**src/rtl/clkrd_pkg.sv**
```systemverilog
// Package: shared types and constants for the frequency readback decoder.
// Assumes 32-bit configuration words; field positions are fixed by the
// register layout that the decoder reads.
package clkrd_pkg;
    localparam int REG_W   = 32;
    localparam int COEF_W  = 8;
    localparam int FIELD_W = 6;
    localparam int FIXED_HI_KHZ  = 108000;
    localparam int FIXED_REF_KHZ = 100000;

    typedef enum logic [2:0] {
        ST_IDLE,
        ST_SRC,
        ST_PLLM,
        ST_PLLP,
        ST_POST
    } clkrd_state_e;

    typedef struct packed {
        logic [REG_W-1:0] pll_ctrl;
        logic [REG_W-1:0] pll_coef;
        logic [REG_W-1:0] src_word;
        logic [REG_W-1:0] src_div;
        logic [REG_W-1:0] post_ctl;
        logic             use_pll;
        logic             ref_sel;
    } clkrd_cfg_t;
endpackage

```
**src/rtl/clkrd_field_decode.sv**
```systemverilog
// Module: clkrd_field_decode
// Purely combinational field extraction from a latched configuration
// snapshot: source code, fixed source value, VCO choice and its half-step
// divisor, PLL coefficients with validity, and the domain post divisor.
// Assumes FREQ_W >= 17 so the fixed reference values fit.
module clkrd_field_decode
    import clkrd_pkg::*;
#(
    parameter int FREQ_W = 32
) (
    input  clkrd_cfg_t        cfg,
    input  logic [FREQ_W-1:0] xtal_khz,
    input  logic [FREQ_W-1:0] vco0_khz,
    input  logic [FREQ_W-1:0] vco1_khz,
    output logic              is_vco,
    output logic [FREQ_W-1:0] fixed_khz,
    output logic [FREQ_W-1:0] vco_khz,
    output logic [FREQ_W-1:0] vco_div,
    output logic              pll_ok,
    output logic [COEF_W-1:0] pll_n,
    output logic [FREQ_W-1:0] pll_m,
    output logic [FREQ_W-1:0] pll_p,
    output logic              post_en,
    output logic [FREQ_W-1:0] post_div
);
    localparam int PADF = FREQ_W - FIELD_W;

    logic [FIELD_W-1:0] src_field;
    logic [FIELD_W-1:0] post_field;
    logic [FIELD_W-1:0] p_raw;
    logic               vco_hi;
    logic               unused_cfg_bits;

    // Source decode: fixed values for codes 0..2, VCO selection for code 3.
    always_comb begin
        vco_hi    = cfg.src_word[8];
        is_vco    = (cfg.src_word[1:0] == 2'd3);
        vco_khz   = vco_hi ? vco1_khz : vco0_khz;
        src_field = vco_hi ? cfg.src_div[13:8] : cfg.src_div[5:0];
        vco_div   = cfg.src_div[31] ? ({{PADF{1'b0}}, src_field} + FREQ_W'(2))
                                    : FREQ_W'(2);
        unique case (cfg.src_word[1:0])
            2'd0:    fixed_khz = (cfg.src_word[17:16] == 2'b11) ? FREQ_W'(FIXED_HI_KHZ)
                                                                 : xtal_khz;
            2'd2:    fixed_khz = FREQ_W'(FIXED_REF_KHZ);
            default: fixed_khz = '0;
        endcase
    end

    // PLL coefficients; the crystal-fed variant forces P to one.
    always_comb begin
        p_raw  = cfg.pll_coef[21:16];
        pll_n  = cfg.pll_coef[15:8];
        pll_m  = {{(FREQ_W-COEF_W){1'b0}}, cfg.pll_coef[7:0]};
        pll_p  = cfg.ref_sel ? {{PADF{1'b0}}, p_raw} : FREQ_W'(1);
        pll_ok = cfg.pll_ctrl[0] && (pll_m != '0) && (pll_p != '0);
    end

    // Domain post divider: field position follows the mux route.
    always_comb begin
        post_field = cfg.use_pll ? cfg.post_ctl[13:8] : cfg.post_ctl[5:0];
        post_en    = cfg.post_ctl[31];
        post_div   = {{PADF{1'b0}}, post_field} + FREQ_W'(2);
    end

    assign unused_cfg_bits = ^{cfg.pll_ctrl[31:1], cfg.pll_coef[31:22],
                               cfg.src_word[31:18], cfg.src_word[15:9], cfg.src_word[7:2],
                               cfg.src_div[30:14], cfg.src_div[7:6],
                               cfg.post_ctl[30:14], cfg.post_ctl[7:6]};
endmodule

```
**src/rtl/clkrd_seq_div.sv**
```systemverilog
// Module: clkrd_seq_div
// Restoring unsigned divider, one quotient bit per cycle. go_i loads a new
// problem; done_o pulses once, NUM_W cycles later, with quo_o valid and
// held until the next go. Assumes den_i is nonzero (caller guarantees).
module clkrd_seq_div #(
    parameter int NUM_W = 48,
    parameter int DEN_W = 32
) (
    input  logic             clk,
    input  logic             rst_n,
    input  logic             go_i,
    input  logic [NUM_W-1:0] num_i,
    input  logic [DEN_W-1:0] den_i,
    output logic             done_o,
    output logic [NUM_W-1:0] quo_o
);
    localparam int CNT_W = $clog2(NUM_W + 1);

    logic             busy;
    logic [CNT_W-1:0] cnt;
    logic [NUM_W-1:0] q;
    logic [DEN_W-1:0] r;
    logic [DEN_W-1:0] d;
    logic [DEN_W:0]   shifted;
    logic [DEN_W:0]   diff;
    logic             ge;

    // One restoring step: shift in next dividend bit, subtract if it fits.
    always_comb begin
        shifted = {r, q[NUM_W-1]};
        ge      = (shifted >= {1'b0, d});
        diff    = shifted - {1'b0, d};
    end

    // Iteration control and quotient/remainder registers.
    always_ff @(posedge clk) begin
        if (!rst_n) begin
            busy   <= 1'b0;
            cnt    <= '0;
            q      <= '0;
            r      <= '0;
            d      <= '0;
            done_o <= 1'b0;
        end else begin
            done_o <= 1'b0;
            if (go_i) begin
                busy <= 1'b1;
                cnt  <= '0;
                q    <= num_i;
                r    <= '0;
                d    <= den_i;
            end else if (busy) begin
                q   <= {q[NUM_W-2:0], ge};
                r   <= ge ? diff[DEN_W-1:0] : shifted[DEN_W-1:0];
                cnt <= cnt + CNT_W'(1);
                if (cnt == CNT_W'(NUM_W - 1)) begin
                    busy   <= 1'b0;
                    done_o <= 1'b1;
                end
            end
        end
    end

    assign quo_o = q;

    // A finished division leaves a remainder below the divisor (R9 arithmetic).
    assert_rem_below_divisor_R9: assert property (@(posedge clk) disable iff (!rst_n)
        done_o |-> (r < d));

    // The controller never restarts a division in flight.
    assert_go_when_idle_R11: assert property (@(posedge clk) disable iff (!rst_n)
        go_i |-> !busy);
endmodule

```
**src/rtl/clkrd_freq_readback.sv**
```systemverilog
// Module: clkrd_freq_readback (top)
// Latches a configuration snapshot on start_i and evaluates the domain
// frequency through source, PLL multiply/divide and post divider, reusing
// one sequential divider. done_o pulses once; freq_khz_o holds until the
// next completion. Starts arriving while busy are ignored.
module clkrd_freq_readback
    import clkrd_pkg::*;
#(
    parameter int FREQ_W = 32,
    parameter int PROD_W = 48
) (
    input  logic              clk,
    input  logic              rst_n,
    input  logic              start_i,
    input  logic [31:0]       pll_ctrl_i,
    input  logic [31:0]       pll_coef_i,
    input  logic [31:0]       src_word_i,
    input  logic [31:0]       src_div_i,
    input  logic [31:0]       post_ctl_i,
    input  logic              use_pll_i,
    input  logic              pll_ref_sel_i,
    input  logic [FREQ_W-1:0] xtal_khz_i,
    input  logic [FREQ_W-1:0] vco0_khz_i,
    input  logic [FREQ_W-1:0] vco1_khz_i,
    output logic              done_o,
    output logic [FREQ_W-1:0] freq_khz_o
);
    localparam int PAD_W = PROD_W - FREQ_W;

    clkrd_state_e      state;
    clkrd_cfg_t        cfg;
    logic [FREQ_W-1:0] xtal_q, vco0_q, vco1_q;
    logic              wait_q;
    logic [FREQ_W-1:0] src_f;
    logic [FREQ_W-1:0] sclk;
    logic [PROD_W-1:0] acc;

    logic              div_go;
    logic [PROD_W-1:0] div_num;
    logic [FREQ_W-1:0] div_den;
    logic              div_done;
    logic [PROD_W-1:0] div_quo;

    logic              is_vco, pll_ok, post_en;
    logic [FREQ_W-1:0] fixed_khz, vco_khz, vco_div, pll_m, pll_p, post_div;
    logic [COEF_W-1:0] pll_n;
    logic [FREQ_W-1:0] pll_ref;
    logic [PROD_W-1:0] pll_prod;

    clkrd_field_decode #(.FREQ_W(FREQ_W)) u_decode (
        .cfg(cfg), .xtal_khz(xtal_q), .vco0_khz(vco0_q), .vco1_khz(vco1_q),
        .is_vco(is_vco), .fixed_khz(fixed_khz), .vco_khz(vco_khz), .vco_div(vco_div),
        .pll_ok(pll_ok), .pll_n(pll_n), .pll_m(pll_m), .pll_p(pll_p),
        .post_en(post_en), .post_div(post_div)
    );

    clkrd_seq_div #(.NUM_W(PROD_W), .DEN_W(FREQ_W)) u_div (
        .clk(clk), .rst_n(rst_n), .go_i(div_go), .num_i(div_num), .den_i(div_den),
        .done_o(div_done), .quo_o(div_quo)
    );

    // PLL reference and the widened reference*N product.
    always_comb begin
        pll_ref  = cfg.ref_sel ? src_f : xtal_q;
        pll_prod = {{PAD_W{1'b0}}, pll_ref} * {{(PROD_W-COEF_W){1'b0}}, pll_n};
    end

    // Sequencer: walks source, PLL /M, PLL /P and post divider stages.
    always_ff @(posedge clk) begin
        if (!rst_n) begin
            state      <= ST_IDLE;
            cfg        <= '0;
            xtal_q     <= '0;
            vco0_q     <= '0;
            vco1_q     <= '0;
            wait_q     <= 1'b0;
            src_f      <= '0;
            sclk       <= '0;
            acc        <= '0;
            div_go     <= 1'b0;
            div_num    <= '0;
            div_den    <= '0;
            done_o     <= 1'b0;
            freq_khz_o <= '0;
        end else begin
            div_go <= 1'b0;
            done_o <= 1'b0;
            unique case (state)
                ST_IDLE: if (start_i) begin
                    cfg    <= '{pll_ctrl: pll_ctrl_i, pll_coef: pll_coef_i,
                                src_word: src_word_i, src_div: src_div_i,
                                post_ctl: post_ctl_i, use_pll: use_pll_i,
                                ref_sel: pll_ref_sel_i};
                    xtal_q <= xtal_khz_i;
                    vco0_q <= vco0_khz_i;
                    vco1_q <= vco1_khz_i;
                    wait_q <= 1'b0;
                    state  <= ST_SRC;
                end
                ST_SRC: if (!wait_q) begin
                    if (is_vco) begin
                        div_go  <= 1'b1;
                        div_num <= {{(PAD_W-1){1'b0}}, vco_khz, 1'b0};
                        div_den <= vco_div;
                        wait_q  <= 1'b1;
                    end else begin
                        src_f <= fixed_khz;
                        state <= ST_PLLM;
                    end
                end else if (div_done) begin
                    src_f  <= div_quo[FREQ_W-1:0];
                    wait_q <= 1'b0;
                    state  <= ST_PLLM;
                end
                ST_PLLM: if (!wait_q) begin
                    if (!cfg.use_pll) begin
                        sclk  <= src_f;
                        state <= ST_POST;
                    end else if (!pll_ok) begin
                        sclk  <= '0;
                        state <= ST_POST;
                    end else begin
                        div_go  <= 1'b1;
                        div_num <= pll_prod;
                        div_den <= pll_m;
                        wait_q  <= 1'b1;
                    end
                end else if (div_done) begin
                    wait_q <= 1'b0;
                    if (cfg.ref_sel) begin
                        acc   <= div_quo;
                        state <= ST_PLLP;
                    end else begin
                        sclk  <= div_quo[FREQ_W-1:0];
                        state <= ST_POST;
                    end
                end
                ST_PLLP: if (!wait_q) begin
                    div_go  <= 1'b1;
                    div_num <= acc;
                    div_den <= pll_p;
                    wait_q  <= 1'b1;
                end else if (div_done) begin
                    sclk   <= div_quo[FREQ_W-1:0];
                    wait_q <= 1'b0;
                    state  <= ST_POST;
                end
                ST_POST: if (!wait_q) begin
                    if (post_en) begin
                        div_go  <= 1'b1;
                        div_num <= {{(PAD_W-1){1'b0}}, sclk, 1'b0};
                        div_den <= post_div;
                        wait_q  <= 1'b1;
                    end else begin
                        freq_khz_o <= sclk;
                        done_o     <= 1'b1;
                        state      <= ST_IDLE;
                    end
                end else if (div_done) begin
                    freq_khz_o <= div_quo[FREQ_W-1:0];
                    done_o     <= 1'b1;
                    wait_q     <= 1'b0;
                    state      <= ST_IDLE;
                end
                default: state <= ST_IDLE;
            endcase
        end
    end

    // done is a single-cycle pulse.
    assert_done_pulse_R10: assert property (@(posedge clk) disable iff (!rst_n)
        done_o |=> !done_o);

    // Result moves only together with done.
    assert_result_hold_R10: assert property (@(posedge clk) disable iff (!rst_n)
        !done_o |-> $stable(freq_khz_o));

    // No division by zero is ever launched.
    assert_nonzero_divisor_R8: assert property (@(posedge clk) disable iff (!rst_n)
        div_go |-> (div_den != '0));

    // Completion only comes out of a running computation.
    assert_done_from_busy_R11: assert property (@(posedge clk) disable iff (!rst_n)
        done_o |-> ($past(state) == ST_POST));
endmodule

```
**config.mk**
```make
export PLATFORM = sky130hd
export DESIGN_NAME = clkrd_freq_readback
export DESIGN_NICKNAME = d
export VERILOG_FILES = /design/src/rtl/clkrd_pkg.sv /design/src/rtl/clkrd_field_decode.sv /design/src/rtl/clkrd_seq_div.sv /design/src/rtl/clkrd_freq_readback.sv
export SDC_FILE = /design/constraint.sdc
export NUM_CORES = 2
export LEC_CHECK = 0
export CELL_PAD_IN_SITES_DETAIL_PLACEMENT = 0
export CELL_PAD_IN_SITES_GLOBAL_PLACEMENT = 1
export CORE_UTILIZATION = 47
export DETAILED_ROUTE_END_ITERATION = 16
export PLACE_DENSITY = 0.84
export SYNTH_ARGS = -nofsm -noshare
export SYNTH_HDL_FRONTEND = slang
export SYNTH_SLANG_ARGS = --single-unit
```
**constraint.sdc**
```tcl
create_clock -name clk -period 12.3 [get_ports clk]
set_clock_uncertainty 0.05 [all_clocks]
set_input_delay 1.845 -clock clk [delete_from_list [all_inputs] [get_ports clk]]
set_output_delay 1.845 -clock clk [all_outputs]
set_load 0.01 [all_outputs]
```
# [Yosys cells after proc, flatten, opt, wreduce, memory -nomap -nowiden]
# Index checks and enable logic that the tools add are counted.
[word_totals] ff_bits=553 in_bits=261 out_inout_bits=33
[op_classes] add_sub_neg=4 multipliers=1 n_lt_le_gt_ge=1 n_eq_ne=29 mux=79 bitwise=2 n_reduce_logical=21
[ops] op="$mux 32" n=24
[ops] op="$mux 48" n=10
[ops] op="$pmux 48 s4" n=1
[ops] op="$pmux 32 s2" n=2
[ops] op="$pmux 32 s4" n=1
[ops] op="$mux 3" n=14
[ops] op="$mul 32x8->40" n=1
[ops] op="$ge 33x32->1" n=1
[ops] op="$reduce_bool 32->1" n=1
[ops] op="$sub 32x32->32" n=1
[ops] op="$ne 2x2->1 const B" n=11
[ops] op="$mux 1" n=21
[ops] op="$mux 6" n=3
[ops] op="$reduce_and 9->1" n=2
[ops] op="$pmux 3 s5" n=1
[ops] op="$add 6x2->7 const B" n=2
[ops] op="$ne 3x2->1 const B" n=3
[ops] op="$ne 3x3->1 const B" n=3
[ops] op="$reduce_bool 8->1" n=1
[ops] op="$add 6x1->6 const B" n=1
[ops] op="$eq 2x2->1 const B" n=3
[ops] op="$eq 3x2->1 const B" n=2
[ops] op="$eq 6x6->1 const B" n=1
[ops] op="$ne 2x1->1 const B" n=3
[ops] op="18 further kinds" n=24

# [Depth between registers and ports, before layout]
[logic_depth] depth_word=7 mapped_depth=23 depth_no_buf=20

# [Modules after synthesis]
# From an unflattened synthesis, not the netlist that was laid out.
[hier_totals] cells_unflattened=4595 hier_area_um2=37392.1
[by_module_without_submodules] mod="clkrd_freq_readback" instances=1 cells_per_inst=3462 area_each_um2=28238.3 seq_area_each_um2=9769.4
[by_module_without_submodules] mod="clkrd_seq_div" instances=1 cells_per_inst=870 area_each_um2=7168.1 seq_area_each_um2=2402.3
[by_module_without_submodules] mod="clkrd_field_decode" instances=1 cells_per_inst=263 area_each_um2=1985.7 seq_area_each_um2=0.0

# [Least setup slack after synthesis]
# OpenSTA, ideal clock, no wires.
[synth_path] path_kind="register to register" startpoint="register cfg[0] (netlist name)" endpoint="register div_num[29]" setup_time_ns=0.117 arrival_time_ns=6.265 required_ns=12.133 path_slack_ns=5.867 stages_incl_launch_ff=22 synth_period_minus_slack_ns=6.433 cell_sequence="dfxtp_1 > clkbuf_1 > buf_1 > mux2i_1 > nand2b_1 > fa_1 > fa_1 > inv_1 > fa_1 > inv_1 > fa_1 > inv_1 > ha_1 > a21o_1 > a221o_1 > a311o_1 > a22o_1 > a2111oi_0 > o31a_1 > xor2_1 > o22ai_1 > a32o_1"
[synth_between] elab_chain_len=6 elab_cells_between_ends=11 classes_between="1 x mul; 1 x eq/ne; 6 x mux; 3 x reduce/logical"
[synth_lines] element="$mux 32" line="clkrd_freq_readback.sv:64" rtl="pll_ref = cfg.ref_sel ? src_f : xtal_q;"
[synth_lines] element="$mul 32x8->40" line="clkrd_freq_readback.sv:65" rtl="pll_prod = {{PAD_W{1'b0}}, pll_ref} * {{(PROD_W-COEF_W){1'b0}}, pll_n};"
[synth_lines] element="$mux 48" line="clkrd_freq_readback.sv:119" rtl="end else if (!pll_ok) begin"
[synth_lines] element="$mux 48" line="clkrd_freq_readback.sv:116" rtl="if (!cfg.use_pll) begin"
[synth_lines] element="$mux 48" line="clkrd_freq_readback.sv:115" rtl="ST_PLLM: if (!wait_q) begin"
[synth_lines] element="$pmux 48 s4" line="clkrd_freq_readback.sv:88" rtl="unique case (state)"
[synth_lines] element="end signal, assigned" line="clkrd_freq_readback.sv:103" rtl="div_num <= {{(PAD_W-1){1'b0}}, vco_khz, 1'b0};"
[synth_lines] element="end signal, assigned" line="clkrd_freq_readback.sv:124" rtl="div_num <= pll_prod;"
[synth_lines] element="end signal, assigned" line="clkrd_freq_readback.sv:151" rtl="div_num <= {{(PAD_W-1){1'b0}}, sclk, 1'b0};"
[synth_lines] element="end, declared" line="clkrd_freq_readback.sv:39" rtl="logic [PROD_W-1:0] div_num;"
# Several ways; a longest one is shown, not always the timed one. The select of a mux whose other input is x is not followed.
# A chain may end at the register's enable or synchronous reset.

# [Final worst setup path]
[layout_path] startpoint="register cfg[0] (netlist name)" endpoint="register div_num[39]"
[layout_between] elab_chain_len=6 elab_cells_between_ends=11 classes_between="1 x mul; 1 x eq/ne; 6 x mux; 3 x reduce/logical"
[layout_lines] element="$mux 32" line="clkrd_freq_readback.sv:64"
[layout_lines] element="$mul 32x8->40" line="clkrd_freq_readback.sv:65"
[layout_lines] element="$mux 48" line="clkrd_freq_readback.sv:119"
[layout_lines] element="$mux 48" line="clkrd_freq_readback.sv:116"
[layout_lines] element="$mux 48" line="clkrd_freq_readback.sv:115"
[layout_lines] element="$pmux 48 s4" line="clkrd_freq_readback.sv:88"
# Several ways; a longest one is shown, not always the timed one. The select of a mux whose other input is x is not followed.

==> metrics.log <==
INFO  metric run_status = finished clean
INFO  metric cap_violations = 0
INFO  metric die_height = between 200 and 250 µm
INFO  metric wl_per_cell = slightly below 20 µm
INFO  metric postCtsHoldBufs = 0
INFO  metric worstMarginPinSlew = approximately 1300 ps
INFO  metric fin_area = approximately 32,000 µm²
INFO  metric final_layout_size_suffix_gt1_share = 4.80%
INFO  metric grt_start_max_net_pins = approximately 120
INFO  metric nFillCells = approximately 5,500
INFO  metric timing.critical_path.from_type = flip-flop
INFO  metric endpoint_kind = flip-flop
INFO  metric io_buffers = approximately 190
INFO  metric worst-setup-path-type = flip-flop to flip-flop
INFO  metric power.density_cell_area = 175 nW/µm²
INFO  metric min_delay_path_depth = 2
INFO  metric finalNetCount = 3,996
INFO  metric final_hpwl_from_detailed_placement = between 50,000 and 60,000 µm
INFO  metric seq_area_frac_synth = between 30% and 40%
INFO  metric grt_first_pass_wirelength = around 130,000 µm
INFO  metric tritoncts.num_buffers = 50
INFO  metric p_comb_share = 38.2%
INFO  metric synth_flop_cell = sky130_fd_sc_hd__dfxtp_1
INFO  metric yosys_warnings = 0
INFO  metric finalHoldViolations = 0
INFO  metric grt_pass1_vias = between 20,000 and 25,000
INFO  metric clock_path_buffers = 3
INFO  metric cell_internal_power = between 3 and 4 mW
INFO  metric r2r_cells = 20
INFO  metric boundaryPins = a little under 300
INFO  metric tritoncts_clock_tree = built
INFO  metric wl_met2 = around 40,000 µm
INFO  metric timing.rr.start = cfg[0]$_SDFFE_PN0P_
INFO  metric critPathBufInv = 4
INFO  metric p_sw = ~2.2 mW
INFO  metric finalCritPeriodShare = between 60% and 70%
INFO  metric die_area = 60,700 µm²
INFO  metric synth_nets = approximately 4,000
INFO  metric slew_violations = 0
INFO  metric first_pass_iters = 8
INFO  metric floorplan.die.width = 246 µm
INFO  metric drt-initial-drc-count = 1,939
INFO  metric min-delay-path-class = flip-flop to flip-flop
INFO  metric avgViaCountPerCell = ~5.7
INFO  metric post_synth_inst_count = around 3,400
INFO  metric final.min_clock_period = approximately 7500 ps
INFO  metric crit_path_frequent_cell = sky130_fd_sc_hd__fa_1
INFO  metric post_syn_area = 28,100 µm²
INFO  metric num_vias = about 24,000
INFO  metric grt_antenna_before_repair = 1
INFO  metric crit_path_max_fanout = 37
INFO  metric dr_wl_met3 = approximately 4500 µm
INFO  metric power_switching_share = just under 40%
INFO  metric slowest_delay = approximately 740 ps
INFO  metric rsz0062_at_grt = no
INFO  metric reg2reg_to = div_num[39]$_SDFFE_PN0P_
INFO  metric worst-r2r-setup-slack = 4760 ps
INFO  metric path_clk_slew = about 60 ps
INFO  metric place.gp.congestion = about 0.9
INFO  metric postSynthRegisterBits = roughly 450
INFO  metric worst_path_max_delay_cell = sky130_fd_sc_hd__mux2i_1
INFO  metric synth_cell_types = 69
INFO  metric data_required_time_at_the_worst_endpoint = 12,700 ps
INFO  metric layout.cells.most_common = sky130_fd_sc_hd__nand2_1
INFO  metric cts_root_buffer = sky130_fd_sc_hd__clkbuf_16
INFO  metric final_core_util = about 54%
INFO  metric cts.htree.levels = 2
INFO  metric std_cell_rows = around 90
INFO  metric detail_route.drc_violations = 0
INFO  metric clock_sinks = between 400 and 500
INFO  metric buffers_inserted_during_post_cts_setup_optimization = 0
INFO  metric cp_cell_sequence = buf_4 > mux2i_1 > nand2b_1 > fa_1 > fa_1 > inv_1 > fa_1 > inv_1 > fa_1 > inv_1 > ha_1 > a21o_1 > a221oi_1 > o221ai_1 > o21ai_0 > a2111oi_0 > o31a_1 > a221oi_1 > xnor2_1 > o22ai_1
INFO  metric synthToLayoutAreaGrowth = 14.1%
INFO  metric routed_wire_length = 82,700 µm
INFO  metric setup_tns = 0 ps
INFO  metric route.layer.met1.wl = 34,700 µm
INFO  metric data_arrival_time_at_the_worst_slack_endpoint = approximately 8000 ps
INFO  metric synth_enable_flop_cells = 0
INFO  metric gr-usage-all-layers = around 27%
INFO  metric timing.slew.headroom = approximately 16%
INFO  metric hold_path_endpoint = vco0_q[2]$_SDFFE_PN0P_
INFO  metric mostFrequentLayoutCells = sky130_fd_sc_hd__nand2_1 (532), sky130_fd_sc_hd__dfxtp_1 (448), sky130_fd_sc_hd__a21oi_1 (442)
INFO  metric power.ir.vdd_worst = 0.000117 V
INFO  metric cts.repair.resized = 0
INFO  metric clock_latency = approximately 600 ps
INFO  metric initial_core_util = between 40 and 50%
INFO  metric power.clock.fraction = around 27%
INFO  metric ant_nets = 0
INFO  metric synthesis.area_per_instance = 8.16 µm²
INFO  metric holdCritStartpoint = vco0_q[2]$_SDFFE_PN0P_
INFO  metric synth-async-reset-ratio = 0%
INFO  metric critical_path_stages = 20
INFO  metric post_dp_cell_area = between 30,000 and 40,000 µm²
INFO  metric max_clock_freq = around 130 MHz
INFO  metric finalSetupViolations = 0
INFO  metric grt_total_ovfl = 0
INFO  metric cellLeakagePower = between 10 and 15 nW
INFO  metric routed.top_layer = met4
INFO  metric sequentialPowerShare = a little over a third
INFO  metric core = around 59,000 µm²
INFO  metric critical_path.top_delay_family = compound AO/OA/AOI/OAI gates
[power by group through the flow]
stage / sequential (mW) / combinational (mW) / clock, mW
floorplan: 1.86 / 1.58 / 0
global route: 1.98 / 2.37 / 1.60
global placement: 1.97 / 2.08 / 0
detailed placement: 1.98 / 2.13 / 0
CTS: 1.95 / 2.13 / 1.54
finish: 1.95 / 2.14 / 1.52
[per-layer routing]
metal  GRT usage [%]  vias to the layer above
li1                -                    11607
met1            34.9                    11857
met2            46.3                      706
met3            3.58                      149
met4            11.6                        0
met5               0                        -
[metrics by stage]
step	instances	setup slack [ps]	hold slack, ps	power, mW
floorplan	3444	5870	382	3.43
global placement	4204	5020	388	4.05
detailed placement	4204	4920	392	4.10
CTS	4295	4880	400	5.62
global route	4296	4380	419	5.95
finish	4296	4760	401	5.61
[sequential cells by signal, indices dropped and copies added (netlist names)]
signal,count
u_div.busy,1
done_o,1
u_div.quo_o,48
src_f,32
div_go,1
wait_q,1
freq_khz_o,32
vco1_q,32
xtal_q,32
sclk,32
state,3
u_div.r,32
u_div.done_o,1
acc,48
div_den,8
u_div.d,8
cfg,56
u_div.cnt,6
vco0_q,32
div_num,48
[synth_stat cells, types with 6 or more instances]
cell type / number / area (µm²)
sky130_fd_sc_hd__a211oi_1: 79 / 593
sky130_fd_sc_hd__a21o_1: 10 / 75.1
sky130_fd_sc_hd__a21oi_1: 442 / 2210
sky130_fd_sc_hd__a221oi_1: 6 / 52.6
sky130_fd_sc_hd__a22oi_1: 26 / 195
sky130_fd_sc_hd__a311oi_1: 16 / 140
sky130_fd_sc_hd__a31oi_1: 17 / 106
sky130_fd_sc_hd__a32o_1: 6 / 60.1
sky130_fd_sc_hd__and2_1: 26 / 163
sky130_fd_sc_hd__and3_1: 11 / 68.8
sky130_fd_sc_hd__buf_1: 26 / 97.6
sky130_fd_sc_hd__clkbuf_1: 214 / 803
sky130_fd_sc_hd__dfxtp_1: 454 / 9090
sky130_fd_sc_hd__fa_1: 181 / 3620
sky130_fd_sc_hd__ha_1: 71 / 888
sky130_fd_sc_hd__inv_1: 220 / 826
sky130_fd_sc_hd__mux2_2: 15 / 169
sky130_fd_sc_hd__mux2i_1: 151 / 1510
sky130_fd_sc_hd__nand2_1: 532 / 2000
sky130_fd_sc_hd__nand2b_1: 40 / 250
sky130_fd_sc_hd__nand3_1: 51 / 255
sky130_fd_sc_hd__nand3b_1: 10 / 75.1
sky130_fd_sc_hd__nand4_1: 14 / 87.6
sky130_fd_sc_hd__nor2_1: 281 / 1050
sky130_fd_sc_hd__nor2b_1: 195 / 1220
sky130_fd_sc_hd__nor3_1: 22 / 110
sky130_fd_sc_hd__nor3b_1: 35 / 263
sky130_fd_sc_hd__o211ai_1: 6 / 45.0
sky130_fd_sc_hd__o21ai_0: 110 / 551
sky130_fd_sc_hd__o22ai_1: 18 / 113
sky130_fd_sc_hd__or2_2: 6 / 37.5
sky130_fd_sc_hd__xnor2_1: 26 / 228
sky130_fd_sc_hd__xor2_1: 40 / 350
[worst max-delay path by stage]
stage,startpoint,endpoint
finish,cfg[0]$_SDFFE_PN0P_,div_num[39]$_SDFFE_PN0P_
global route,cfg[0]$_SDFFE_PN0P_,div_num[39]$_SDFFE_PN0P_
CTS,cfg[0]$_SDFFE_PN0P_,div_num[39]$_SDFFE_PN0P_
detailed placement,cfg[0]$_SDFFE_PN0P_,div_num[39]$_SDFFE_PN0P_
global placement,cfg[0]$_SDFFE_PN0P_,div_num[39]$_SDFFE_PN0P_
floorplan,cfg[0]$_SDFFE_PN0P_,div_num[29]$_SDFFE_PN0P_
[worst min-delay path, delay by kind of cell, from the launching register on]
kind,cells,cell delay [ps]
AOI/OAI and AO/OA,1,50
and+or+nand+nor,1,50
DFF,1,300
[area by class of cell]
cell class | instances | area, µm² | share of cell area (%)
tap | 773 | 967 | 3.02
clock inverter | 12 | 141 | 0.441
clock buffer | 79 | 1520 | 4.75
multi-input combinational | 2527 | 17300 | 53.9
antenna | 1 | 2.50 | 0.00781
timing repair buffer | 230 | 2190 | 6.83
sequential | 454 | 9100 | 28.4
inverter | 220 | 833 | 2.60
[logic make-up (layout without fill, tap and decap cells)]
| logic type | Yosys count | in the layout | synth area share (%) |
|---|---|---|---|
| and+or+nand+nor | 1252 | 1252 | 20.8 |
| AOI/OAI and AO/OA | 791 | 791 | 16.4 |
| buffers and inverters | 463 | 541 | 6.28 |
| DFF | 454 | 454 | 32.4 |
| adders and majority gates | 252 | 252 | 16.1 |
| muxes | 166 | 166 | 5.98 |
| xor gates and xnor gates | 66 | 66 | 2.06 |
| other | 0 | 1 | 0 |
Power figures use the tool's default switching activity.
